==> config.mk <==
export PLATFORM = sky130hd
export DESIGN_NAME = depth_tile_copier
export DESIGN_NICKNAME = d
export VERILOG_FILES = /design/src/rtl/dtc_pkg.sv /design/src/rtl/dtc_tile_addr.sv /design/src/rtl/dtc_raster_walk.sv /design/src/rtl/depth_tile_copier.sv
export SDC_FILE = /design/constraint.sdc
export NUM_CORES = 1
export LEC_CHECK = 0
export BUFFER_PORTS_ARGS = -buffer_cell sky130_fd_sc_hd__buf_4
export CORE_UTILIZATION = 56
export CTS_BUF_LIST = sky130_fd_sc_hd__clkbuf_16
export DETAILED_ROUTE_END_ITERATION = 8
export PLACE_DENSITY = 0.8
export SETUP_SLACK_MARGIN = 0.05
export SYNTH_ARGS = -nofsm -noshare
export SYNTH_HDL_FRONTEND = slang
export SYNTH_SLANG_ARGS = --single-unit
==> constraint.sdc <==
create_clock -name clk -period 8.9 [get_ports clk]
set_input_delay 1.335 -clock clk [delete_from_list [all_inputs] [get_ports clk]]
set_output_delay 1.335 -clock clk [all_outputs]
set_load 0.005 [all_outputs]
==> src/rtl/dtc_pkg.sv <==
// Shared types for the tiled depth copy engine.
// Assumes: one outstanding memory request at a time.
package dtc_pkg;
    typedef enum logic [1:0] {
        ST_IDLE  = 2'd0,
        ST_READ  = 2'd1,
        ST_WRITE = 2'd2
    } dtc_state_e;

    localparam int DATA_W = 32;
endpackage

==> src/rtl/dtc_tile_addr.sv <==
// Tiled byte-address translator: maps a pixel (x, y) to its swizzled byte
// offset. A pitch counted in 128-byte units picks the macro-tile index.
// Assumes: CW >= 12, AW >= 13. Purely combinational.
module dtc_tile_addr #(
    parameter int CW = 12,
    parameter int PW = 16,
    parameter int AW = 32
) (
    input  logic          fmt16,
    input  logic [PW-1:0] pitch,
    input  logic [CW-1:0] x,
    input  logic [CW-1:0] y,
    output logic [AW-1:0] addr
);
    localparam logic [CW-1:0] Y_MASK = CW'(12'h7FF);

    logic [PW-1:0] units;
    logic [CW-1:0] y_row;
    logic [CW-1:0] x_col;
    logic [AW-1:0] tile_b;
    logic          bit11;
    logic [10:0]   low;

    // Macro-tile index and the pitch-parity dependent bit 11.
    always_comb begin
        units  = pitch >> 7;
        y_row  = fmt16 ? (y >> 4) : ((y & Y_MASK) >> 4);
        x_col  = fmt16 ? (x >> 6) : (x >> 5);
        tile_b = AW'(y_row) * AW'(units) + AW'(x_col);
        bit11  = tile_b[0] ^ (~units[0] & y[4]);
    end

    // Intra-tile bit interleave, one variant per pixel size.
    always_comb begin
        if (fmt16)
            low = {y[3:2], x[3], x[5:4], x[2], y[1], x[1], y[0], x[0], 1'b0};
        else
            low = {y[3:2], x[2], x[4:3], y[1], x[1], y[0], x[0], 2'b00};
    end

    // Final assembly of the byte address.
    always_comb begin
        addr        = (tile_b >> 1) << 12;
        addr[11]    = bit11;
        addr[10:0]  = low;
    end
endmodule

==> src/rtl/dtc_raster_walk.sv <==
// Raster counter: column advances fastest, then row. It flags the final
// pixel of the region.
// Assumes: width and height are non-zero while stepping.
module dtc_raster_walk #(
    parameter int CW = 12
) (
    input  logic          clk,
    input  logic          rst_n,
    input  logic          clear,
    input  logic          step,
    input  logic [CW-1:0] width,
    input  logic [CW-1:0] height,
    output logic [CW-1:0] col,
    output logic [CW-1:0] row,
    output logic          last
);
    logic row_end;

    // End-of-row and end-of-region detection.
    always_comb begin
        row_end = (col == width - CW'(1));
        last    = row_end && (row == height - CW'(1));
    end

    // Position counters.
    always_ff @(posedge clk) begin
        if (!rst_n || clear) begin
            col <= '0;
            row <= '0;
        end else if (step) begin
            if (row_end) begin
                col <= '0;
                row <= row + CW'(1);
            end else begin
                col <= col + CW'(1);
            end
        end
    end
endmodule

==> src/rtl/depth_tile_copier.sv <==
// Tiled depth copy engine top. It latches a job on start, walks the region,
// and issues one read then one write per pixel on a valid/ready port.
// Assumes: memory returns read data in the cycle it asserts mem_ready.
module depth_tile_copier #(
    parameter int CW = 12,
    parameter int PW = 16,
    parameter int AW = 32
) (
    input  logic          clk,
    input  logic          rst_n,
    input  logic          start,
    input  logic          dir,
    input  logic          fmt16,
    input  logic          allow_write,
    input  logic          flip,
    input  logic [PW-1:0] pitch_bytes,
    input  logic [CW-1:0] surf_height,
    input  logic [CW-1:0] org_x,
    input  logic [CW-1:0] org_y,
    input  logic [CW-1:0] reg_w,
    input  logic [CW-1:0] reg_h,
    output logic          busy,
    output logic          done,
    output logic          mem_valid,
    output logic          mem_write,
    output logic          mem_tiled,
    output logic [AW-1:0] mem_addr,
    output logic [31:0]   mem_wdata,
    input  logic [31:0]   mem_rdata,
    input  logic          mem_ready
);
    import dtc_pkg::*;

    dtc_state_e    state;
    logic          dir_q, fmt_q, flip_q, done_q;
    logic [PW-1:0] pitch_q;
    logic [CW-1:0] hgt_q, ox_q, oy_q, w_q, h_q;
    logic [DATA_W-1:0] data_q;
    logic [CW-1:0] col, row, tx, ty;
    logic          last, launch, empty_job, step;
    logic [AW-1:0] tile_addr, lin_addr;

    // Start acceptance and the jobs that finish without any traffic.
    always_comb begin
        launch    = start && (state == ST_IDLE);
        empty_job = (reg_w == '0) || (reg_h == '0) || (dir && !allow_write);
        step      = (state == ST_WRITE) && mem_ready;
    end

    // Job parameters, captured once per accepted start.
    always_ff @(posedge clk) begin
        if (!rst_n) begin
            {dir_q, fmt_q, flip_q} <= '0;
            pitch_q <= '0;
            {hgt_q, ox_q, oy_q, w_q, h_q} <= '0;
        end else if (launch) begin
            {dir_q, fmt_q, flip_q} <= {dir, fmt16, flip};
            pitch_q <= pitch_bytes;
            {hgt_q, ox_q, oy_q, w_q, h_q} <= {surf_height, org_x, org_y, reg_w, reg_h};
        end
    end

    dtc_raster_walk #(.CW(CW)) u_walk (
        .clk(clk), .rst_n(rst_n), .clear(launch), .step(step),
        .width(w_q), .height(h_q), .col(col), .row(row), .last(last)
    );

    // Tiled-side coordinates with the optional vertical mirror.
    always_comb begin
        tx = ox_q + col;
        ty = flip_q ? (hgt_q - CW'(1) - (oy_q + row)) : (oy_q + row);
    end

    dtc_tile_addr #(.CW(CW), .PW(PW), .AW(AW)) u_tile (
        .fmt16(fmt_q), .pitch(pitch_q), .x(tx), .y(ty), .addr(tile_addr)
    );

    // Packed linear address: bytes per pixel is 2 or 4.
    always_comb begin
        if (fmt_q)
            lin_addr = AW'(row) * (AW'(w_q) << 1) + (AW'(col) << 1);
        else
            lin_addr = AW'(row) * (AW'(w_q) << 2) + (AW'(col) << 2);
    end

    // Sequencer: idle, read the source, write the destination.
    always_ff @(posedge clk) begin
        if (!rst_n) begin
            state  <= ST_IDLE;
            done_q <= 1'b0;
            data_q <= '0;
        end else begin
            done_q <= 1'b0;
            case (state)
                ST_IDLE: if (launch) begin
                    if (empty_job) done_q <= 1'b1;
                    else           state  <= ST_READ;
                end
                ST_READ: if (mem_ready) begin
                    data_q <= mem_rdata;
                    state  <= ST_WRITE;
                end
                ST_WRITE: if (mem_ready) begin
                    if (last) begin
                        state  <= ST_IDLE;
                        done_q <= 1'b1;
                    end else begin
                        state  <= ST_READ;
                    end
                end
                default: state <= ST_IDLE;
            endcase
        end
    end

    // Request port decode from the sequencer state.
    always_comb begin
        mem_valid = (state == ST_READ) || (state == ST_WRITE);
        mem_write = (state == ST_WRITE);
        mem_tiled = mem_write ? dir_q : ~dir_q;
        mem_addr  = mem_tiled ? tile_addr : lin_addr;
        mem_wdata = fmt_q ? {16'h0000, data_q[15:0]} : data_q;
        busy      = (state != ST_IDLE);
        done      = done_q;
    end
endmodule

==> results of run 1 <==
## layout make-up
| cell class | instances | area [µm²] | share of cell area, % |
|---|---|---|---|
| antenna | 1 | 2.50 | 0.0120 |
| clock buffer | 17 | 425 | 2.03 |
| clock inverter | 15 | 148 | 0.705 |
| inverter | 229 | 860 | 4.11 |
| multi-input combinational | 1705 | 13900 | 66.2 |
| sequential | 131 | 2630 | 12.6 |
| tap | 390 | 488 | 2.33 |
| timing repair buffer | 325 | 2520 | 12.0 |
## metrics by stage
stage	hold WS, ps	cells	setup slack [ps]	power, mW
2_1_floorplan	439	2209	60.2	1.63
3_5_place_dp	455	2749	-470	2.15
3_3_place_gp	448	2749	-260	2.10
5_1_grt	483	2813	-989	3.27
6_report	463	2813	-707	3.09
4_1_cts	464	2796	-642	2.92
## cell families after synthesis
family | share of synthesized area (%)
and+or+nand+nor | 24.1
other | 0.0218
xor gates and xnor gates | 6.33
AOI/OAI and AO/OA | 15.5
buffers and inverters | 8.70
muxes | 1.27
DFF | 15.3
adders and majority gates | 28.8
## layer usage
metal,vias to the layer above,GRT usage [%],wire (µm)
met3,128,3.84,2990
met2,607,52.9,24200
met1,7831,38.8,20500
met4,0,9.95,1450
met5,-,0,0
li1,7670,-,-
## repair_timing
| item | 4_1_cts | 5_1_grt |
|---|---|---|
| pin swaps | 73 | 82 |
| buffers inserted | 15 | 19 |
| setup endpoints to repair | 12 | 13 |
| resized for setup | 91 | 88 |
## cells in the mapped netlist (7+ instances only)
| master | n | share of area (%) |
|---|---|---|
| o21ai_0 | 45 | 1.3 |
| nand4_1 | 17 | 0.62 |
| mux2i_1 | 15 | 0.87 |
| o21a_1 | 14 | 0.61 |
| nor2b_1 | 42 | 1.5 |
| a21o_1 | 18 | 0.79 |
| a211oi_1 | 19 | 0.83 |
| nand2b_1 | 13 | 0.47 |
| nor3_1 | 38 | 1.1 |
| and2_1 | 67 | 2.4 |
| nor4bb_1 | 10 | 0.58 |
| buf_4 | 20 | 0.87 |
| nand3_1 | 23 | 0.67 |
| o2111ai_1 | 7 | 0.36 |
| nor4b_1 | 10 | 0.51 |
| nand2_1 | 418 | 9.1 |
| a21oi_1 | 77 | 2.2 |
| xnor2_1 | 82 | 4.2 |
| nor2_1 | 127 | 2.8 |
| xor2_1 | 42 | 2.1 |
| o211ai_1 | 11 | 0.48 |
| dfxtp_1 | 131 | 15 |
| or3_1 | 8 | 0.29 |
| a21boi_0 | 116 | 5.1 |
| clkbuf_1 | 117 | 2.6 |
| ha_1 | 160 | 12 |
| fa_1 | 147 | 17 |
| inv_1 | 228 | 5.0 |
| o31ai_1 | 14 | 0.61 |
| nor4_1 | 13 | 0.47 |
| and3_1 | 19 | 0.69 |
| or4_1 | 18 | 0.79 |
| nand3b_1 | 19 | 0.83 |
## registers in the layout, summed over array words and instances, names as in the netlist, 2 cells and up
register and count:
data_q 32, h_q 12, hgt_q 12, ox_q 12, oy_q 12, u_walk.col 12
u_walk.row 12, w_q 12, pitch_q 9, state 2
## critical path: cells and delay by family, from the launching register on
family,cells,cell delay (ps)
adders and majority gates,7,2930
and+or+nand+nor,5,1350
AOI/OAI and AO/OA,12,2150
DFF,1,340
buffers and inverters,6,710
xor gates and xnor gates,2,380
## report_power, final
group | leakage [nW] | internal, mW | switching [mW]
Clock | 0.273 | 0.391 | 0.295
Sequential | 1.07 | 0.663 | 0.103
Combinational | 8.30 | 0.750 | 0.889
## path summary, 6_finish.rpt
check,from,end,depth (start not counted)
setup / recovery,oy_q[1],mem_addr[27],32
hold / removal,data_q[29],data_q[29],2
setup reg to reg,w_q[0],u_walk.row[7],11
hold reg to reg,data_q[29],data_q[29],2
==> run_results.csv, run 1 <==
group,metric,value,unit
place,gp_congestion,0.900,
finish,num-nets-final,2832,
detailed_routing,drc,0,
critical_path,arrival,8270,ps
floorplan,core_region_area,0.0299,mm²
critical_path,critPathKind,"reg -> out",
critical_path,cp_common_cell,"buf_4",
yosys,synth_flop_cell,"dfxtp_1",
pwr,power_leakage,9.64,nW
global_route,antenna_found_initial,1,
finish,final_area,0.0209,mm²
sta,fmax,0.104,GHz
cts,cts_sinks,131,
cts,cts_buffers,17,
critical_path,crit_fanout,7,
yosys,synth-async-reset-ratio,0,%
finish,areaGrowthSynthToFinish,22.0,%
yosys,ys_warn_count,0,
detailed_routing,via_per_inst,5.77,
sta,slew_violations,0,
yosys,synth.avg_cell_area,7.78,µm²
place,placed_area,0.0193,mm²
detailed_routing,vias,16200,
cts,clockBufferDepth,2,
outcome,status,"finished with violations",
critical_path,r2r_slack,4690,ps
floorplan,start_util,57.5,%
floorplan,die_w,177,µm
sta,worst_pin_slew,1280,ps
pwr,powerDensity,148,mW/mm²
global_route,grt_max_degree,114,
flow_run,drv_cap,0,
yosys,synth_seq_area_share,15.3,%
critical_path,required,7570,ps
critical_path,start_kind,"flip-flop",
yosys,synth_cells,2206,
yosys,syn-cell-area,0.0172,mm²
sta,fin_worst_skew,10.6,ps
place,post-dp-hpwl,35500,µm
yosys,ys_ff_latch,131,
sta,setup_viol,10,
critical_path,crit_slowest_cell,"fa_1",
hold_path,holdCritPathClass,"reg -> reg",
floorplan,die_area,0.0314,mm²
yosys,synth_cell_types,76,
detailed_routing,drt-total-wl,49100,µm
detailed_routing,wl_per_cell,17.4,µm
cts,cts_tree,"yes",
cts,cts_hold_buf,0,
critical_path,endpoint_kind,"output port",
sta,fin_crit,9610,ps
sta,rsz0062_at_grt,"true",
global_route,track_usage,30.4,%
yosys,synth_edf_count,0,
global_route,grt_overflow,0,
detailed_routing,drtIter0Drc,1287,
detailed_routing,ant_nets,0,
finish,final_common_cell,"nand2_1",
sta,setup_ws,-707,ps
cts,clkTransAtPathRegs,70,ps
cts,h-tree-depth,4,
finish,fill_cells,2244,
pwr,irDropWorstVdd,288,µV
floorplan,fp.dieH,177,µm
floorplan,num_rows,63,
critical_path,cpPeakStageDelay,580,ps
finish,final_cell_mix,"417 x nand2_1, 306 x buf_4, 221 x inv_1, 145 x ha_1, 144 x fa_1",
finish,finish.utilization,70.1,%
place,port_buffers,173,
sta,slew_headroom,14.5,%
finish,layout-drive-gt1-share,21.3,%
detailed_routing,drtPass1Iterations,5,
global_route,grt_pass1_wl,76900,µm
sta,period_share,108,%
global_route,grt_pass1_vias,16000,
cts,root_buffer,"clkbuf_16",
cts,clk_latency,430,ps
floorplan,ios,185,
outcome,violations,"setup timing",
sta,fin_setup_tns,-4260,ps
sta,hold_violations,0,
Power figures use the tool's default switching activity.
==> run 2: changes to the inputs <==
--- a/config.mk
+++ b/config.mk
@@ -5,11 +5,12 @@
 export SDC_FILE = /design/constraint.sdc
 export NUM_CORES = 1
 export LEC_CHECK = 0
-export BUFFER_PORTS_ARGS = -buffer_cell sky130_fd_sc_hd__buf_4
-export CORE_UTILIZATION = 56
+export BUFFER_PORTS_ARGS = -buffer_cell sky130_fd_sc_hd__buf_2
+export CORE_UTILIZATION = 62
 export CTS_BUF_LIST = sky130_fd_sc_hd__clkbuf_16
 export DETAILED_ROUTE_END_ITERATION = 8
-export PLACE_DENSITY = 0.8
+export GPL_TIMING_DRIVEN = 0
+export PLACE_DENSITY = 0.84
 export SETUP_SLACK_MARGIN = 0.05
 export SYNTH_ARGS = -nofsm -noshare
 export SYNTH_HDL_FRONTEND = slang
==> constraint.sdc (replaced) <==
create_clock -name clk -period 9.3 [get_ports clk]
set_input_delay 1.395 -clock clk [delete_from_list [all_inputs] [get_ports clk]]
set_output_delay 1.395 -clock clk [all_outputs]
set_load 0.005 [all_outputs]
==> run_results.csv, run 2 (same netlist as run 1, synthesis figures left out) <==
group,metric,value,unit
outcome,status,"finished with violations",
outcome,violations,"setup timing",
critical_path,cpPeakStageDelay,550,ps
critical_path,start_kind,"flip-flop",
detailed_routing,drc,0,
sta,slew_violations,0,
global_route,track_usage,35.6,%
critical_path,arrival,8540,ps
finish,finish.utilization,74.8,%
sta,fmax,0.101,GHz
finish,final_cells,2797,
cts,cts_tree,"yes",
cts,clockBufferDepth,2,
sta,hold_violations,0,
detailed_routing,vias,16700,
sta,fin_crit,9940,ps
global_route,grt_max_degree,20,
finish,largest_register_ffs,32,
finish,final_cell_mix,"416 x nand2_1, 224 x inv_1, 176 x buf_2, 148 x ha_1, 145 x fa_1",
pwr,power_leakage,9.38,nW
cts,cts_sinks,131,
floorplan,start_util,63.5,%
cts,root_buffer,"clkbuf_16",
flow_run,drv_cap,0,
critical_path,cp_common_cell,"a21oi_2",
cts,clk_latency,430,ps
critical_path,r2r_slack,4920,ps
place,port_buffers,173,
detailed_routing,wl_per_cell,18.4,µm
finish,areaGrowthSynthToFinish,17.8,%
sta,fin_worst_skew,9.87,ps
floorplan,num_rows,60,
place,post-dp-hpwl,38800,µm
floorplan,die_area,0.0284,mm²
cts,cts_buffers,17,
global_route,grt_pass1_vias,16300,
critical_path,required,7910,ps
place,dp_cells,2723,
floorplan,fp.dieH,168,µm
cts,clkTransAtPathRegs,60,ps
critical_path,crit_slowest_cell,"fa_1",
place,gp_congestion,0.923,
sta,slew_headroom,16.2,%
hold_path,holdCritPathClass,"reg -> reg",
critical_path,critPathKind,"reg -> out",
pwr,powerDensity,143,mW/mm²
sta,setup_viol,8,
pwr,irDropWorstVdd,148,µV
critical_path,startpoint,"oy_q[0]",
cts,cts_hold_buf,0,
floorplan,core_region_area,0.0270,mm²
sta,setup_ws,-637,ps
sta,worst_pin_slew,1250,ps
critical_path,crit_end,"mem_addr[22]",
detailed_routing,ant_nets,0,
finish,layout-drive-gt1-share,17.5,%
critical_path,endpoint_kind,"output port",
cts,h-tree-depth,4,
pwr,total_power,2.89,mW
place,place_ws,-1220,ps
sta,period_share,107,%
detailed_routing,drtPass1Iterations,5,
global_route,grt_pass1_wl,80500,µm
detailed_routing,drt-total-wl,51600,µm
sta,rsz0062_at_grt,"true",
critical_path,timing.rr.start,"w_q[0]",
critical_path,crit_fanout,5,
floorplan,die_w,168,µm
sta,fin_setup_tns,-3970,ps
global_route,grt_overflow,0,
floorplan,ios,185,
detailed_routing,via_per_inst,5.96,
finish,final_common_cell,"nand2_1",
finish,num-nets-final,2863,
finish,largest-register,"data_q",
detailed_routing,drtIter0Drc,1503,
global_route,antenna_found_initial,3,
critical_path,timing.rr.end,"u_walk.row[11]",
critical_path,reg2reg_depth,15,
## run 2: cell types whose count changed in the layout (fill, tap and decap cells not counted), moves of 4 or more
cell      previous run  this run
clkbuf_1             0        86
buf_2                0       176
o21ai_0             28        33
nor2_1             116       120
buf_6               18         7
clkbuf_2             0        16
buf_4              306        65
inv_2                8         4
## run 2: routing by layer
layer | vias to the layer above | wire length, µm | global-route usage [%]
li1 | 7758 | - | -
met1 | 7942 | 20800 | 44.7
met2 | 796 | 24400 | 60.3
met3 | 188 | 3930 | 5.69
met4 | 0 | 2380 | 16.1
met5 | - | 0 | 0.348
## run 2: final cells by class
| cell class | count | area [µm²] |
|---|---|---|
| buffer | 133 | 652 |
| sequential | 131 | 2630 |
| clock buffer | 17 | 425 |
| fill | 1936 | 6800 |
| antenna | 3 | 7.51 |
| multi-input combinational | 1705 | 13800 |
| tap | 341 | 427 |
| inverter | 229 | 860 |
| timing repair buffer | 223 | 1260 |
| clock inverter | 15 | 170 |
## run 2: report_power, final
group	internal (mW)	switching [mW]	total, mW
Clock	0.402	0.281	0.683
Sequential	0.635	0.0628	0.697
Combinational	0.601	0.906	1.51
Total	1.64	1.25	2.89
## run 2: what timing repair did
item                                    in CTS  in global routing
pin swaps                                   80                 30
endpoints found under the hold margin        0                  0
endpoints found under the setup margin      13                 15
resized for setup                          122                 74
buffers inserted                            46                  7
## run 2: stage by stage
stage	hold WS, ps	cell area, µm²
final	457	20200
after global routing	476	20200
after CTS	459	20000
after detailed placement	452	18500
after global placement	445	18500
after floorplan	439	17200
## run 2: how the worst min path moves through the flow
stage / startpoint / endpoint / depth (start not counted)
CTS: data_q[22] / data_q[22] / 2
finish: data_q[22] / data_q[22] / 2
floorplan: data_q[16] / data_q[16] / 2
global route: data_q[22] / data_q[22] / 2
detailed placement: data_q[22] / data_q[22] / 2
global placement: data_q[20] / data_q[20] / 2
## run 2: critical path, delay by kind of cell (launching register included)
kind            cells  cell delay (ps)
mux                 1              230
xor+xnor            3              460
buf+inv             6              600
simple gates        5             1060
fa+ha+maj           8             3200
flops               1              360
compound gates     14             2160
